### config.mk
export PLATFORM = sky130hd
export DESIGN_NAME = thy_gate_seq
export DESIGN_NICKNAME = d
export VERILOG_FILES = /design/src/rtl/thy_gate_pkg.sv /design/src/rtl/period_timer.sv /design/src/rtl/on_timer.sv /design/src/rtl/phase_ctrl.sv /design/src/rtl/comm_pulse.sv /design/src/rtl/thy_gate_seq.sv
export SDC_FILE = /design/constraint.sdc
export NUM_CORES = 1
export LEC_CHECK = 0
export ABC_CLOCK_PERIOD_IN_PS = 5630
export BUFFER_PORTS_ARGS = -buffer_cell sky130_fd_sc_hd__buf_2
export CAP_MARGIN = 30
export CORE_UTILIZATION = 25
export DETAILED_ROUTE_END_ITERATION = 10
export GPL_TIMING_DRIVEN = 0
export SYNTH_ARGS = -nofsm -noshare
export SYNTH_HDL_FRONTEND = slang
export SYNTH_SLANG_ARGS = --single-unit
### constraint.sdc
create_clock -name clk_i -period 5.63 [get_ports clk_i]
set_input_delay 1.126 -clock clk_i [delete_from_list [all_inputs] [get_ports clk_i]]
set_output_delay 1.126 -clock clk_i [all_outputs]
set_load 0.005 [all_outputs]
### src/rtl/thy_gate_pkg.sv
package thy_gate_pkg;

  typedef enum logic [1:0] {
    PH_IDLE = 2'd0,
    PH_FULL = 2'd1,
    PH_ZERO = 2'd2,
    PH_OFF  = 2'd3
  } phase_e;

  localparam logic [1:0] MODE_ZV = 2'b00;
  localparam logic [1:0] MODE_ZC = 2'b01;

  // main gate table, bit0..3 = T1..T4, pos = positive half cycle
  function automatic logic [3:0] main_pattern(phase_e ph, logic pos);
    logic [3:0] pat;
    unique case (ph)
      PH_FULL: pat = pos ? 4'b1001 : 4'b0110;
      PH_ZERO: pat = pos ? 4'b0101 : 4'b1010;
      default: pat = 4'b0000;
    endcase
    return pat;
  endfunction

endpackage

### src/rtl/period_timer.sv
module period_timer #(
  parameter int unsigned CNT_W = 16
) (
  input  logic             clk_i,
  input  logic             rst_ni,
  input  logic [CNT_W-1:0] reload_i,
  output logic             expire_o
);

  logic [CNT_W-1:0] cnt_q;

  assign expire_o = (cnt_q == '0);

  always_ff @(posedge clk_i or negedge rst_ni) begin
    if (!rst_ni)       cnt_q <= '0;
    else if (expire_o) cnt_q <= reload_i;
    else               cnt_q <= cnt_q - 1'b1;
  end

endmodule

### src/rtl/on_timer.sv
module on_timer #(
  parameter int unsigned CNT_W = 16
) (
  input  logic             clk_i,
  input  logic             rst_ni,
  input  logic             start_i,
  input  logic [CNT_W-1:0] period_i,
  input  logic [CNT_W-1:0] on_i,
  output logic             expire_o
);

  logic [CNT_W-1:0] cnt_q;
  logic [CNT_W-1:0] on_eff;
  logic             act_q;

  // keep at least one clock of off interval per half cycle
  assign on_eff   = (on_i >= period_i) ? (period_i - 1'b1) : on_i;
  assign expire_o = act_q && (cnt_q == '0);

  always_ff @(posedge clk_i or negedge rst_ni) begin
    if (!rst_ni) begin
      cnt_q <= '0;
      act_q <= 1'b0;
    end else if (start_i) begin
      cnt_q <= on_eff;
      act_q <= 1'b1;
    end else if (act_q) begin
      if (cnt_q == '0) act_q <= 1'b0;
      else             cnt_q <= cnt_q - 1'b1;
    end
  end

endmodule

### src/rtl/phase_ctrl.sv
module phase_ctrl
  import thy_gate_pkg::*;
(
  input  logic       clk_i,
  input  logic       rst_ni,
  input  logic       per_ev_i,
  input  logic       on_ev_i,
  input  logic [1:0] mode_i,
  input  logic       lim_i,
  output phase_e     phase_q_o,
  output logic       pos_q_o,
  output phase_e     phase_n_o,
  output logic       pos_n_o
);

  phase_e phase_q, phase_n;
  logic   pos_q, pos_n;
  logic   zc_q, zc_n;
  logic   pend_q, pend_n;
  logic   is_dual, is_zc;

  assign is_dual = mode_i[1];
  assign is_zc   = (mode_i == MODE_ZC);

  always_comb begin
    phase_n = phase_q;
    pos_n   = pos_q;
    zc_n    = zc_q;
    pend_n  = pend_q;
    if (per_ev_i) begin
      phase_n = PH_FULL;
      pos_n   = ~pos_q;
      zc_n    = is_zc | (is_dual & (pend_q | lim_i));
      pend_n  = 1'b0;
    end else begin
      unique case (phase_q)
        PH_FULL: begin
          if (is_dual && lim_i && !zc_q) begin
            phase_n = PH_OFF;   // overload: cut full voltage now
            zc_n    = 1'b1;
          end else if (on_ev_i) begin
            phase_n = zc_q ? PH_OFF : PH_ZERO;
          end
        end
        PH_ZERO, PH_OFF: begin
          if (is_dual && lim_i) pend_n = 1'b1;
        end
        default: ;
      endcase
    end
  end

  always_ff @(posedge clk_i or negedge rst_ni) begin
    if (!rst_ni) begin
      phase_q <= PH_IDLE;
      pos_q   <= 1'b0;
      zc_q    <= 1'b0;
      pend_q  <= 1'b0;
    end else begin
      phase_q <= phase_n;
      pos_q   <= pos_n;
      zc_q    <= zc_n;
      pend_q  <= pend_n;
    end
  end

  assign phase_q_o = phase_q;
  assign pos_q_o   = pos_q;
  assign phase_n_o = phase_n;
  assign pos_n_o   = pos_n;

endmodule

### src/rtl/comm_pulse.sv
module comm_pulse #(
  parameter int unsigned N_CH   = 4,
  parameter int unsigned PW_CYC = 8
) (
  input  logic            clk_i,
  input  logic            rst_ni,
  input  logic [N_CH-1:0] main_cur_i,
  input  logic [N_CH-1:0] main_nxt_i,
  output logic [N_CH-1:0] aux_o
);

  localparam int unsigned PW_W = $clog2(PW_CYC + 1);

  for (genvar i = 0; i < N_CH; i++) begin : g_ch
    logic [PW_W-1:0] cnt_q;
    logic            fall;

    assign fall     = main_cur_i[i] & ~main_nxt_i[i];
    assign aux_o[i] = (cnt_q != '0);

    always_ff @(posedge clk_i or negedge rst_ni) begin
      if (!rst_ni)           cnt_q <= '0;
      else if (fall)         cnt_q <= PW_W'(PW_CYC);
      else if (cnt_q != '0)  cnt_q <= cnt_q - 1'b1;
    end
  end

endmodule

### src/rtl/thy_gate_seq.sv
module thy_gate_seq
  import thy_gate_pkg::*;
#(
  parameter int unsigned CNT_W    = 16,
  parameter int unsigned COMM_CYC = 8
) (
  input  logic             clk_i,
  input  logic             rst_ni,
  input  logic [CNT_W-1:0] period_i,
  input  logic [CNT_W-1:0] on_time_i,
  input  logic [1:0]       mode_i,
  input  logic             ilim_i,
  input  logic             vlim_i,
  output logic [7:0]       gate_o
);

  localparam int unsigned N_MAIN = 4;

  logic              per_ev, on_ev;
  phase_e            phase_q, phase_n;
  logic              pos_q, pos_n;
  logic [N_MAIN-1:0] main_cur, main_nxt, aux;

  period_timer #(.CNT_W(CNT_W)) u_per (
    .clk_i    (clk_i),
    .rst_ni   (rst_ni),
    .reload_i (period_i),
    .expire_o (per_ev)
  );

  on_timer #(.CNT_W(CNT_W)) u_on (
    .clk_i    (clk_i),
    .rst_ni   (rst_ni),
    .start_i  (per_ev),
    .period_i (period_i),
    .on_i     (on_time_i),
    .expire_o (on_ev)
  );

  phase_ctrl u_ctrl (
    .clk_i     (clk_i),
    .rst_ni    (rst_ni),
    .per_ev_i  (per_ev),
    .on_ev_i   (on_ev),
    .mode_i    (mode_i),
    .lim_i     (ilim_i | vlim_i),
    .phase_q_o (phase_q),
    .pos_q_o   (pos_q),
    .phase_n_o (phase_n),
    .pos_n_o   (pos_n)
  );

  assign main_cur = main_pattern(phase_q, pos_q);
  assign main_nxt = main_pattern(phase_n, pos_n);

  comm_pulse #(.N_CH(N_MAIN), .PW_CYC(COMM_CYC)) u_comm (
    .clk_i      (clk_i),
    .rst_ni     (rst_ni),
    .main_cur_i (main_cur),
    .main_nxt_i (main_nxt),
    .aux_o      (aux)
  );

  assign gate_o = {aux, main_cur};

endmodule

Yosys cells after proc, flatten, opt, wreduce, memory -nomap -nowiden
Index checks and enable logic that the tools add are counted.

cells by class
  $add $sub $neg = 7
  order comparisons = 1
  equal/unequal tests = 7
  multiplexer cells = 34
  bitwise logic cells = 13
  reduce and logical (&&, ||, !) cells = 23

operators by type and width
  operator               count
  $mux 16                5
  $mux 4                 12
  $sub 16x1->16 const B  3
  $logic_not 16->1       2
  $reduce_bool 2->1      9
  $ge 16x16->1           1
  $pmux 4 s2             2
  $reduce_bool 4->1      4
  $sub 4x1->4 const B    4
  $mux 1                 11
  $mux 2                 4
  $eq 2x1->1 const B     3
  $eq 2x2->1 const B     3
  $reduce_and 2->1       3
  $and 1x1->1            5
  $not 1->1              5
  $logic_and 1x1->1      3
  $or 1x1->1             3
  $ne 2x2->1 const B     1
  $reduce_or 2->1        1
  $logic_not 1->1        1

word-level totals
  register bits = 54
  bits of input ports = 38
  word-level logic and storage cells = 96

Longest topological paths before layout
  depth in word-level cells = 11
  gate-level depth with buffers = 12
  mapped depth without buffers = 12

By module
Synthesis repeated with hierarchy kept, for this count alone.

second synthesis, totals
  cells, all modules = 476
  area, all modules = 4286.6 um^2

by module, submodules not included
  module        times used  cells an instance  area an instance (um^2)  sequential area each (um^2)
  on_timer      1           248                2054.5                   425.4
  period_timer  1           101                910.9                    400.4
  comm_pulse    1           83                 875.8                    400.4
  thy_gate_seq  1           23                 224.0                    0.0
  phase_ctrl    1           21                 221.5                    125.1

Worst setup path before layout
OpenSTA, ideal clock, no wires.

  path kind = input port to flip-flop
  from = input port period_i[14]
  to = register u_on.cnt_q[13]
  library setup time = 0.126 ns
  data arrival time = 2.866 ns
  data required time = 5.504 ns
  slack = 2.638 ns
  cell stages on the path = 10
  buffers on the path = 2
  path through = inv_1 ha_1 nand4_1 nor2_1 or4b_1 nand4b_1 buf_2 buf_4 mux2i_1 mux2i_1

on the way
  cells in the longest elaborated chain, start to end = 3

ends and longest elaborated chain
  element               line               RTL
  from (decl)           thy_gate_seq.sv:9  input logic [CNT_W-1:0] period_i,
  $ge 16x16->1          on_timer.sv:17     assign on_eff = (on_i >= period_i) ? (period_i - 1'b1) : on_i;
  $mux 16               on_timer.sv:17
  $mux 16               on_timer.sv:24     end else if (start_i) begin
  to (signal assigned)  on_timer.sv:25     cnt_q <= on_eff;
  to (signal assigned)  on_timer.sv:29     else cnt_q <= cnt_q - 1'b1;
  to (decl)             on_timer.sv:12     logic [CNT_W-1:0] cnt_q;

Every way passes these cells.
A chain may end at the register's enable or synchronous reset.

Worst setup path after layout
  from = register u_per.cnt_q[0]
  to = register u_comm.g_ch[0].cnt_q[1]

on the way
  cells in the longest elaborated chain, start to end = 7
  elaborated cells between the ends (all ways) = 12
  classes of those cells = eq/ne (2); mux (6); bitwise (2); reduce/logical (2)

ends and longest elaborated chain
  element                                             line                RTL
  from (decl)                                         period_timer.sv:10  logic [CNT_W-1:0] cnt_q;
  from (signal assigned)                              period_timer.sv:16  else if (expire_o) cnt_q <= reload_i;
  from (signal assigned)                              period_timer.sv:17  else cnt_q <= cnt_q - 1'b1;
  $logic_not 16->1 (*)                                period_timer.sv:12  assign expire_o = (cnt_q == '0);
  $mux 2 / $mux 1 (equally long branches)             phase_ctrl.sv:30    if (per_ev_i) begin
  $eq 2x2->1, or another cell as far along            thy_gate_pkg.sv:16  unique case (ph)
  $pmux 4 s2 (*)                                      thy_gate_pkg.sv:16
  $not 1->1 (*)                                       comm_pulse.sv:18    assign fall = main_cur_i[i] & ~main_nxt_i[i];
  $and 1x1->1 (*)                                     comm_pulse.sv:18
  $mux 4 / $reduce_bool 2->1 (equally long branches)  -
  to (signal assigned)                                comm_pulse.sv:23    else if (fall) cnt_q <= PW_W'(PW_CYC);
  to (signal assigned)                                comm_pulse.sv:24    else if (cnt_q != '0) cnt_q <= cnt_q - 1'b1;
  to (decl)                                           comm_pulse.sv:15    logic [PW_W-1:0] cnt_q;

Every way passes the cells marked *; elsewhere a longest branch is shown, timed or not.

==> results.json <==
{
  "routedWlPerCell_um": 13.8,
  "required_ns": 5.84,
  "synth_top_cell_by_area": "dfrtp_1",
  "yosysWarnings": 0,
  "end_kind": "flop",
  "wl_met2_mm": 4.30,
  "grt_pass1_vias": 3242,
  "min_period_ns": 3.21,
  "cp.arrival_ns": 3.42,
  "setup_viol": 0,
  "num_antenna_cells": 0,
  "crit_path_start_kind": "flop",
  "syn_area_um2": 3870,
  "status": "finished clean",
  "dr_wl_met3_um": 369,
  "swShare_pct": 30.9,
  "antenna_found_initial": 0,
  "synthesis.nets": 504,
  "fmax_mhz": 311,
  "drc": 0,
  "async_flop_share_pct": 100,
  "p_seq_share_pct": 43.0,
  "nFillCells": 1578,
  "wirelength_mm": 9.28,
  "clk_pin_slew_worst_paths_ns": 0.07,
  "die-area_um2": 16000,
  "p_per_area_nw_per_um2": 259,
  "syn_inst": 432,
  "gr-usage-all-layers_pct": 12.2,
  "cts_buffer_depth": 2,
  "vias_per_cell": 4.85,
  "drtPass1Iterations": 4,
  "hold_class": "flop to flop",
  "ir_drop_uv": 181,
  "synth_edf_count": 0,
  "p_clk_share_pct": 30.5,
  "syn2layout_area_growth_pct": 16.8,
  "hpwl_mm": 7.56,
  "p_comb_share_pct": 26.5,
  "synth_top_area_share_pct": 34.9,
  "grt_max_degree": 35,
  "top_layer": "met4",
  "start_util_pct": 25.6,
  "final-max-slew-violation-count": 0,
  "worst_slew_pin_slew_ns": 0.865,
  "clkSinkCount": 54,
  "synth-seq-cells": 54,
  "fin_worst_skew_ns": 0.00878,
  "die_h_um": 126,
  "rsz0062_at_grt": "no",
  "drt_iter0_markers": 133,
  "avgSynthCellArea_um2": 8.96,
  "synth-seq-area-share_pct": 34.9,
  "drive_gt1_share_pct": 15.1,
  "core_um2": 15100,
  "grt_overflow": 0,
  "power.net_switching_uw": 362,
  "cts_root_buf": "clkbuf_16",
  "synth_area_leaders": "dfrtp_1 35%, ha_1 11%, xor2_1 5.4%",
  "seqCellArea_um2": 1350,
  "nets": 557,
  "top_level_ports": 46,
  "p_leak_nw": 2.03,
  "numCtsBuffers": 5,
  "finalHoldViolCount": 0,
  "grt_pass1_wl_mm": 15.6,
  "period_share_pct": 57.0,
  "clk_latency_ns": 0.30,
  "io_buffer_count": 45,
  "intPower_uw": 810,
  "routedLengthMet1_mm": 4.53,
  "max-cap-violations": 0,
  "path_class": "flop to flop",
  "synth_flop_cell": "dfrtp_1",
  "die_w_um": 126,
  "instances_no_fill": 673,
  "tns_ns": 0,
  "num_rows": 45,
  "place.gp.congestion": 0.839,
  "multi_input_area_um2": 2320,
  "htreeDepth": 2,
  "netlist-cell-type-count": 50,
  "dpl.cell_count": 666,
  "dr_total_vias": 3266,
  "post_cts_resized": 0,
  "hold_buffers": 0,
  "postCtsSetupBuffers": 0,
  "crit_fanout": 10,
  "maxSlewHeadroom_pct": 41.5,
  "ant_nets": 0,
  "tritoncts": "done"
}
cells in the final DEF, fill, tap and decap left out, drive strengths merged, types with 2 or more instances in the layout:
cell	instances
o21a	5
or2	2
o41ai	2
and4	2
nor4b	3
clkbuf	9
o21ai	20
nand4	5
nor3	15
inv	40
a21oi	28
ha	34
or4	5
or3	3
xor2	24
dfrtp	54
nand2	35
o21bai	3
a21o	6
and3	2
mux2i	20
nor2b	2
nor4	11
a32o	2
nand3	4
xnor2	23
nand4b	2
nor2	52
or4b	2
a2111oi	2
buf	53
a211oi	5
a22oi	2
stage by stage:
stage	power, mW	hold WS (ns)	setup slack [ns]	instance area (um2)	util, %
global placement	0.804	0.474	2.15	4330	28.6
floorplan	0.728	0.462	2.64	3870	-
global route	1.26	0.547	2.11	4520	29.8
CTS	1.19	0.502	2.39	4520	29.8
detailed placement	0.823	0.486	2.11	4350	28.7
finish	1.17	0.498	2.42	4520	29.8
flip-flops by register name (all words and copies together) (netlist names):
signal,flops
u_ctrl.zc_q,1
u_per.cnt_q,16
u_on.cnt_q,16
u_ctrl.phase_q_o,2
u_ctrl.pos_q_o,1
u_comm.g_ch.cnt_q,16
u_ctrl.pend_q,1
u_on.act_q,1
path summary, 6_finish.rpt:
path,start,endpoint,slack (ns),depth (start not counted)
worst min register to register,u_ctrl.pend_q,u_ctrl.pend_q,0.50,2
max in group asynchronous,rst_ni,u_per.cnt_q[8],4.27,2
worst max-delay path,u_per.cnt_q[0],u_comm.g_ch[0].cnt_q[1],2.42,12
worst max register to register,u_per.cnt_q[0],u_comm.g_ch[0].cnt_q[1],2.42,12
min in group asynchronous,rst_ni,u_comm.g_ch[0].cnt_q[1],0.79,1
worst min-delay path,u_ctrl.pend_q,u_ctrl.pend_q,0.50,2
layer usage:
| metal | track usage, % | up-vias |
|---|---|---|
| met5 | 0 | - |
| met4 | 2.76 | 0 |
| met3 | 2.24 | 7 |
| met2 | 20.4 | 64 |
| met1 | 16.4 | 1585 |
| li1 | - | 1610 |
layout make-up:
cell class              instances  area share [%]
flip-flops and latches         54            29.9
clock inverters                 1           0.664
plain buffers                  10            1.08
multi-input cells             328            51.3
repair buffers                 46            5.42
well taps                     188            5.20
inverters                      40            3.32
clock buffers                   6            3.07
worst max-delay path, stage by stage, from the launching register on:
cell,delay [ns]
dfrtp_1,0.41
inv_1,0.07
ha_1,0.20
nor4b_2,0.41
nand4_2,0.23
nor4_4,0.37
buf_2,0.32
a21oi_1,0.09
o21a_1,0.12
ha_1,0.28
o21bai_1,0.19
o21a_1,0.23
a211oi_1,0.21
cell usage after synthesis, types with 2 or more instances:
library cell   n
nor3_1        14
a211oi_1       3
and3_1         2
or4_1          5
a2111oi_0      2
dfrtp_1       54
a32o_2         2
nor4_4         2
o21a_1         5
nand4b_1       2
a211oi_2       2
a21o_1         6
a22oi_1        2
buf_2          6
nand4_1        4
mux2i_1       20
clkbuf_1       3
or3_1          3
and4_1         2
inv_1         40
xor2_1        24
xnor2_1       23
nor2_1        52
o21bai_1       3
nand2_1       35
nor4b_1        2
a21oi_1       28
o21ai_1        4
o21ai_0       16
ha_1          34
nor4_1         9
nand3_1        4
nor2b_1        2
kinds of logic after synthesis:
family | count (synthesis) | share of synthesized area (%)
XOR/XNOR | 47 | 10.6
buffers and inverters | 50 | 5.14
multiplexers | 20 | 5.17
adder cells (fa/ha/maj) | 34 | 11.0
AND/OR/NAND/NOR | 147 | 19.6
AO/OA/AOI/OAI | 80 | 13.5
flip-flops | 54 | 34.9
power by group through the flow:
stage | registers, mW | logic (mW) | clock network, mW
after floorplan | 0.500 | 0.228 | 0
after global placement | 0.507 | 0.297 | 0
after detailed placement | 0.510 | 0.313 | 0
after CTS | 0.503 | 0.317 | 0.368
after global routing | 0.511 | 0.365 | 0.384
final | 0.503 | 0.311 | 0.357
Note: power is estimated with default switching activity, not from simulation.
